--- config.mk ---
export PLATFORM = sky130hd
export DESIGN_NAME = irq_ctl8
export DESIGN_NICKNAME = d
export VERILOG_FILES = /design/src/rtl/irq_ctl_pkg.sv /design/src/rtl/irq_cfg.sv /design/src/rtl/irq_req.sv /design/src/rtl/irq_prio.sv /design/src/rtl/irq_ctl8.sv
export SDC_FILE = /design/constraint.sdc
export NUM_CORES = 1
export LEC_CHECK = 0
export ABC_CLOCK_PERIOD_IN_PS = 4990
export BUFFER_PORTS_ARGS = -buffer_cell sky130_fd_sc_hd__buf_2
export CORE_UTILIZATION = 45
export CTS_CLUSTER_SIZE = 14
export DETAILED_ROUTE_END_ITERATION = 10
export SLEW_MARGIN = 20
export SYNTH_ARGS = -nofsm -noshare
export SYNTH_HDL_FRONTEND = slang
export SYNTH_SLANG_ARGS = --single-unit
--- constraint.sdc ---
create_clock -name clk -period 4.99 [get_ports clk]
set_clock_uncertainty 0.2 [all_clocks]
set_input_delay 0.7485 -clock clk [delete_from_list [all_inputs] [get_ports clk]]
set_output_delay 0.7485 -clock clk [all_outputs]
set_load 0.01 [all_outputs]
--- src/rtl/irq_ctl_pkg.sv ---
package irq_ctl_pkg;
  typedef enum logic [2:0] {
    CFG_IDLE,
    CFG_BASE,
    CFG_SLAVE,
    CFG_OPTS,
    CFG_RUN
  } cfg_state_e;

  localparam logic [2:0] EOI_PLAIN  = 3'b001;
  localparam logic [2:0] EOI_ROTATE = 3'b101;
endpackage

--- src/rtl/irq_cfg.sv ---
module irq_cfg
  import irq_ctl_pkg::*;
#(
  parameter int N  = 8,
  parameter int DW = 8,
  localparam int LW = $clog2(N),
  localparam int BW = DW - LW
) (
  input  logic          clk,
  input  logic          rst_n,
  input  logic          wr_stb,
  input  logic          reg_sel,
  input  logic [DW-1:0] wdata,
  output logic          run,
  output logic          init_stb,
  output logic [BW-1:0] base,
  output logic          single,
  output logic          level_mode,
  output logic          auto_eoi,
  output logic [N-1:0]  slave_map,
  output logic [N-1:0]  mask,
  output logic          rd_isr,
  output logic          eoi_stb,
  output logic          eoi_rot
);
  cfg_state_e st;
  logic       wants_opts;
  logic       cmd_wr;

  assign run      = (st == CFG_RUN);
  assign init_stb = wr_stb && !reg_sel && wdata[4];
  assign cmd_wr   = wr_stb && !reg_sel && !wdata[4] && run;
  assign eoi_rot  = (wdata[7:5] == EOI_ROTATE);
  assign eoi_stb  = cmd_wr && !wdata[3] &&
                    ((wdata[7:5] == EOI_PLAIN) || eoi_rot);

  always_ff @(posedge clk or negedge rst_n) begin
    if (!rst_n) begin
      st         <= CFG_IDLE;
      wants_opts <= 1'b0;
      base       <= '0;
      single     <= 1'b1;
      level_mode <= 1'b0;
      auto_eoi   <= 1'b0;
      slave_map  <= '0;
      mask       <= '0;
      rd_isr     <= 1'b0;
    end else if (init_stb) begin
      st         <= CFG_BASE;
      wants_opts <= wdata[0];
      single     <= wdata[1];
      level_mode <= wdata[3];
      auto_eoi   <= 1'b0;
      slave_map  <= '0;
      mask       <= '0;
      rd_isr     <= 1'b0;
    end else if (wr_stb && reg_sel) begin
      case (st)
        CFG_BASE: begin
          base <= wdata[DW-1:LW];
          if (!single)        st <= CFG_SLAVE;
          else if (wants_opts) st <= CFG_OPTS;
          else                 st <= CFG_RUN;
        end
        CFG_SLAVE: begin
          slave_map <= wdata[N-1:0];
          st <= wants_opts ? CFG_OPTS : CFG_RUN;
        end
        CFG_OPTS: begin
          auto_eoi <= wdata[1];
          st       <= CFG_RUN;
        end
        CFG_RUN:  mask <= wdata[N-1:0];
        default:  ;
      endcase
    end else if (cmd_wr && wdata[3] && wdata[1]) begin
      rd_isr <= wdata[0];
    end
  end
endmodule

--- src/rtl/irq_req.sv ---
module irq_req #(
  parameter int N = 8,
  localparam int LW = $clog2(N)
) (
  input  logic          clk,
  input  logic          rst_n,
  input  logic [N-1:0]  irq_in,
  input  logic          level_mode,
  input  logic          clr_all,
  input  logic          clr_stb,
  input  logic [LW-1:0] clr_lvl,
  output logic [N-1:0]  irr
);
  logic [N-1:0] irq_q;

  always_ff @(posedge clk or negedge rst_n) begin
    if (!rst_n) begin
      irq_q <= '0;
      irr   <= '0;
    end else begin
      irq_q <= irq_in;
      for (int i = 0; i < N; i++) begin
        if (level_mode)                    irr[i] <= irq_in[i];
        else if (clr_all)                  irr[i] <= 1'b0;
        else if (irq_in[i] && !irq_q[i])   irr[i] <= 1'b1;
        else if (clr_stb && clr_lvl == LW'(i)) irr[i] <= 1'b0;
      end
    end
  end
endmodule

--- src/rtl/irq_prio.sv ---
module irq_prio #(
  parameter int N = 8,
  localparam int LW = $clog2(N)
) (
  input  logic [N-1:0]  req,
  input  logic [N-1:0]  isr,
  input  logic [LW-1:0] lo,
  output logic          req_any,
  output logic [LW-1:0] req_lvl,
  output logic          isr_any,
  output logic [LW-1:0] isr_lvl,
  output logic          fire
);
  logic [LW-1:0] lv;
  logic [LW-1:0] req_rank;
  logic [LW-1:0] isr_rank;

  always_comb begin
    req_any  = 1'b0;
    req_lvl  = '0;
    req_rank = '0;
    isr_any  = 1'b0;
    isr_lvl  = '0;
    isr_rank = '0;
    lv       = '0;
    for (int k = N - 1; k >= 0; k--) begin
      lv = lo + LW'(1) + LW'(k);
      if (req[lv]) begin
        req_any  = 1'b1;
        req_lvl  = lv;
        req_rank = LW'(k);
      end
      if (isr[lv]) begin
        isr_any  = 1'b1;
        isr_lvl  = lv;
        isr_rank = LW'(k);
      end
    end
    fire = req_any && (!isr_any || (req_rank < isr_rank));
  end
endmodule

--- src/rtl/irq_ctl8.sv ---
module irq_ctl8 #(
  parameter int N  = 8,
  parameter int DW = 8,
  localparam int LW = $clog2(N),
  localparam int BW = DW - LW
) (
  input  logic          clk,
  input  logic          rst_n,
  input  logic          sel,
  input  logic          wr,
  input  logic          rd,
  input  logic          reg_sel,
  input  logic [DW-1:0] wdata,
  output logic [DW-1:0] rdata,
  input  logic [N-1:0]  irq_in,
  input  logic          ack_pulse,
  output logic          irq_out,
  output logic          cas_en,
  output logic [LW-1:0] cas_o
);
  logic          wr_stb, rd_stb;
  logic          run, init_stb, single, level_mode, auto_eoi, rd_isr;
  logic          eoi_stb, eoi_rot;
  logic [BW-1:0] base;
  logic [N-1:0]  slave_map, mask, irr, isr, req_eff;
  logic          req_any, isr_any, fire;
  logic [LW-1:0] req_lvl, isr_lvl, lo, held;
  logic          held_ok, second;
  logic          ack_first, ack_second, take;

  assign wr_stb     = sel && wr;
  assign rd_stb     = sel && rd;
  assign ack_first  = ack_pulse && !second;
  assign ack_second = ack_pulse && second;
  assign req_eff    = irr & ~mask;
  assign take       = ack_first && run && fire;
  assign irq_out    = run && !second && fire;

  irq_cfg #(.N(N), .DW(DW)) u_cfg (
    .clk(clk), .rst_n(rst_n), .wr_stb(wr_stb), .reg_sel(reg_sel),
    .wdata(wdata), .run(run), .init_stb(init_stb), .base(base),
    .single(single), .level_mode(level_mode), .auto_eoi(auto_eoi),
    .slave_map(slave_map), .mask(mask), .rd_isr(rd_isr),
    .eoi_stb(eoi_stb), .eoi_rot(eoi_rot)
  );

  irq_req #(.N(N)) u_req (
    .clk(clk), .rst_n(rst_n), .irq_in(irq_in), .level_mode(level_mode),
    .clr_all(init_stb), .clr_stb(take), .clr_lvl(req_lvl), .irr(irr)
  );

  irq_prio #(.N(N)) u_prio (
    .req(req_eff), .isr(isr), .lo(lo), .req_any(req_any),
    .req_lvl(req_lvl), .isr_any(isr_any), .isr_lvl(isr_lvl), .fire(fire)
  );

  always_ff @(posedge clk or negedge rst_n) begin
    if (!rst_n) begin
      isr     <= '0;
      lo      <= LW'(N - 1);
      held    <= '0;
      held_ok <= 1'b0;
      second  <= 1'b0;
      cas_en  <= 1'b0;
      cas_o   <= '0;
    end else if (init_stb) begin
      isr     <= '0;
      lo      <= LW'(N - 1);
      held_ok <= 1'b0;
      second  <= 1'b0;
      cas_en  <= 1'b0;
      cas_o   <= '0;
    end else if (ack_first) begin
      second <= 1'b1;
      if (take) begin
        isr[req_lvl] <= 1'b1;
        held         <= req_lvl;
        held_ok      <= 1'b1;
        if (!single && slave_map[req_lvl]) begin
          cas_en <= 1'b1;
          cas_o  <= req_lvl;
        end
      end else begin
        held    <= LW'(N - 1);
        held_ok <= 1'b0;
      end
    end else if (ack_second) begin
      second <= 1'b0;
      cas_en <= 1'b0;
      cas_o  <= '0;
      if (auto_eoi && held_ok) isr[held] <= 1'b0;
    end else if (eoi_stb && isr_any) begin
      isr[isr_lvl] <= 1'b0;
      if (eoi_rot) lo <= isr_lvl;
    end
  end

  always_ff @(posedge clk or negedge rst_n) begin
    if (!rst_n)          rdata <= '0;
    else if (ack_second) rdata <= {base, held};
    else if (rd_stb) begin
      if (reg_sel)       rdata <= DW'(mask);
      else if (rd_isr)   rdata <= DW'(isr);
      else               rdata <= DW'(irr);
    end
  end
endmodule

==> impl_results.md <==
- Vias per cell: 6.50
- R2R depth: 13
- Routed WL per cell: 21.3 um
- Final min period: 4720 ps
- Crit end category: output pin
- Vias in the first global route: 5062
- Hold Violations, Final: 0
- Placement Rows: 41
- Post-synthesis instance area: 5800 um2
- Reg2reg setup slack: 490 ps
- DRC: 0
- Syn. warnings: 0
- Post-route setup TNS: 0 ps
- CTS Buffer Depth: 2
- Max Cap Violations: 0
- TritonCTS Buffers: 9
- Drt pass-1 iters: 5
- Slew headroom: 0.376
- First-pass GRT wire length: roughly 28000 um
- # diodes: 0
- Most frequent cells in the layout: nor2_1 (80), dfrtp_1 (69), nand2_1 (57), a21oi_1 (44), mux2i_1 (37)
- Final Cycle Share: 0.945
- IO buf count: 35
- Clock root cell: clkbuf_16
- Sink Count: 73
- Hold Slack: 309 ps
- Total Power: 3.75 mW
- Commonest non-fill, non-tap cell in the layout: nor2_1
- Worst setup path start: lo[0]
- Die width: 116 um
- Yosys top cell by area: dfrtp_1
- Sequential-to-total area share from yosys stat: 0.316
- CTS tree: built
- Crit path launch type: flip-flop
- Final net count: about 690
- WS Path Type: reg2out
- Fmax: around 210 MHz
- Top cells by area, synth: dfrtp_1 (30%), mux2i_1 (6.4%), mux4_2 (6.2%)
- Setup Buffers After CTS: 0
- Drt first-iter violations: 610
- Worst Path Required: roughly 4000 ps
- Clock Latency Late Sink: 340 ps
- Slew @ Worst Pin: 936 ps
- HP Class: reg2reg
- Fin. max-slew vios: 0
- Die Y-Extent: 116 um
- Yosys cell types: 88
- Initial antenna violation count: 0
- Outcome: complete, no violations
- Overall global routing resource usage: 0.278
- Total congestion overflow: 0
- Power density cells: approximately 580 nW/um2
- GR Util met1: 0.402
- Initial cell density of the core: 0.460
- Final HPWL DP: 13200 um
- Average size of a mapped cell: 9.11 um2
- Post-Syn Instances: 637
- Core Box Area: 12600 um2
- Post-synth EDFFs: 0
- Async SR Flop Fraction: 1.00
- CTS H-tree depth: 3
- Final Core Density: 0.515
- Die area: 13400 um2
- Met3 Use GR: 0.0418
- Clock transition at path regs: roughly 60 ps
- Data arrival time of the critical path: 3770 ps
- # IOs: 36
- Leak Pwr: 2.70 nW
- Reg-to-reg endpoint: isr[2]
- Share of the synthesized area in the top cell type: 0.297
- Final WL: about 18000 um
- GPL Wtd Cong: just over 0.9
- Yosys reg bits: 73
- R2R Path Start: lo[0]
- Final setup fails: 0
- Largest net degree at the start of global routing: 74
- Worst Path Max Fanout: 25
- Syn_nets: 664
- Layout area overhead: 12.1%
- Top Usage Layer GRT: met2
- Critical path endpoint: irq_out
- RSZ-0062 raised after global routing: no
- Fillers: 1193
- Routed Antenna Nets: 0
- Met2 GRT Util: 0.423
- Layout cell share with drive strength beyond 1: 0.187
- Main synth FF type: dfrtp_1
- DR vias: 5468
- VDD IR max: approximately 0.28 mV
-- registers in the layout (all words and copies together), names as in the netlist --
register,flops
isr,8
u_cfg.wants_opts,1
u_cfg.rd_isr,1
u_cfg.level_mode,1
u_req.irr,8
u_cfg.single,1
u_cfg.st,3
rdata,8
u_cfg.slave_map,8
second,1
lo,3
held,3
u_cfg.mask,8
u_cfg.base,5
u_cfg.auto_eoi,1
held_ok,1
cas_en,1
cas_o,3
u_req.irq_q,8
-- cell usage after synthesis (all sizes together), types with 6 or more instances --
library cell and count:
inv 8, a31oi 11, nand4 6, buf 20, dfrtp 69, nand2 58, nand3 15, mux4 16
nor4bb 8, o311ai 8, mux2i 37, nor4b 6, nand2b 10, nor2 82, nor2b 15, a221oi 13
a21oi 44, nor3b 8, mux2 21, o221ai 7, nor3 6, o21ai 38, o21a 8, clkbuf 17
-- layout make-up --
type                            instances  area (um2)  share of cell area
Inverter                                8        30.0             0.00462
Tap cell                              172         215              0.0331
Timing Repair Buffer                   53         329              0.0506
Clock buffer                           10         239              0.0367
Sequential cell                        73        1830               0.282
Multi-Input combinational cell        519        3770               0.580
Clock inverter                          6        90.1              0.0138
-- report_power, final --
group / internal (mW) / switching, mW
Clock: 0.453 / 0.255
Combinational: 0.847 / 1.19
Sequential: 0.754 / 0.250
Total: 2.05 / 1.69
-- worst min path at each step --
| stage | start | to | slack [ps] | cells past startpoint |
|---|---|---|---|---|
| 2_1_floorplan | rst_n | cas_en | 250 | 0 |
| 3_3_place_gp | u_cfg.single | u_cfg.single | 290 | 2 |
| 3_5_place_dp | u_cfg.single | u_cfg.single | 300 | 2 |
| 4_1_cts | u_cfg.single | u_cfg.single | 310 | 2 |
| 5_1_grt | irq_in[1] | u_req.irq_q[1] | 320 | 1 |
| 6_report | u_cfg.base[1] | u_cfg.base[1] | 310 | 1 |
-- worst max-delay path: stages (launching register included) --
cell and delay, ps:
dfstp_2 560, inv_2 60, ha_4 290, buf_12 180, inv_2 250, mux2i_1 530
a221oi_1 210, nor4_1 440, or3b_1 490, o21ai_0 120, a22o_1 170, buf_2 130
-- metrics by stage --
step | std cells | cell area (um2) | worst slack [ps]
6_report | 841 | 6500 | 274
4_1_cts | 841 | 6480 | 56.6
2_1_floorplan | 637 | 5800 | 428
5_1_grt | 841 | 6500 | 113
3_5_place_dp | 825 | 6150 | 376
3_3_place_gp | 825 | 6150 | 510
-- cells by family (layout without fill, tap and decap cells) --
group | after synthesis | count (layout) | share of synthesized area
simple gates | 250 | 250 | 0.229
compound gates | 185 | 185 | 0.223
mux | 74 | 74 | 0.168
flops | 73 | 73 | 0.316
buf+inv | 45 | 77 | 0.0394
xor+xnor | 6 | 6 | 0.0166
fa+ha+maj | 4 | 4 | 0.00862
-- layer usage --
metal  part of all wire  vias to the layer above
li1                   -                     2504
met5                  0                        -
met2               0.46                      222
met3              0.065                       29
met1               0.46                     2713
met4              0.023                        0
-- timing repair --
| item | CTS | global route |
|---|---|---|
| hold buffers | 0 | 0 |
| resized for setup | 0 | 4 |
| endpoints found under the setup margin | 0 | 1 |
(Power assumes the default switching activity.)
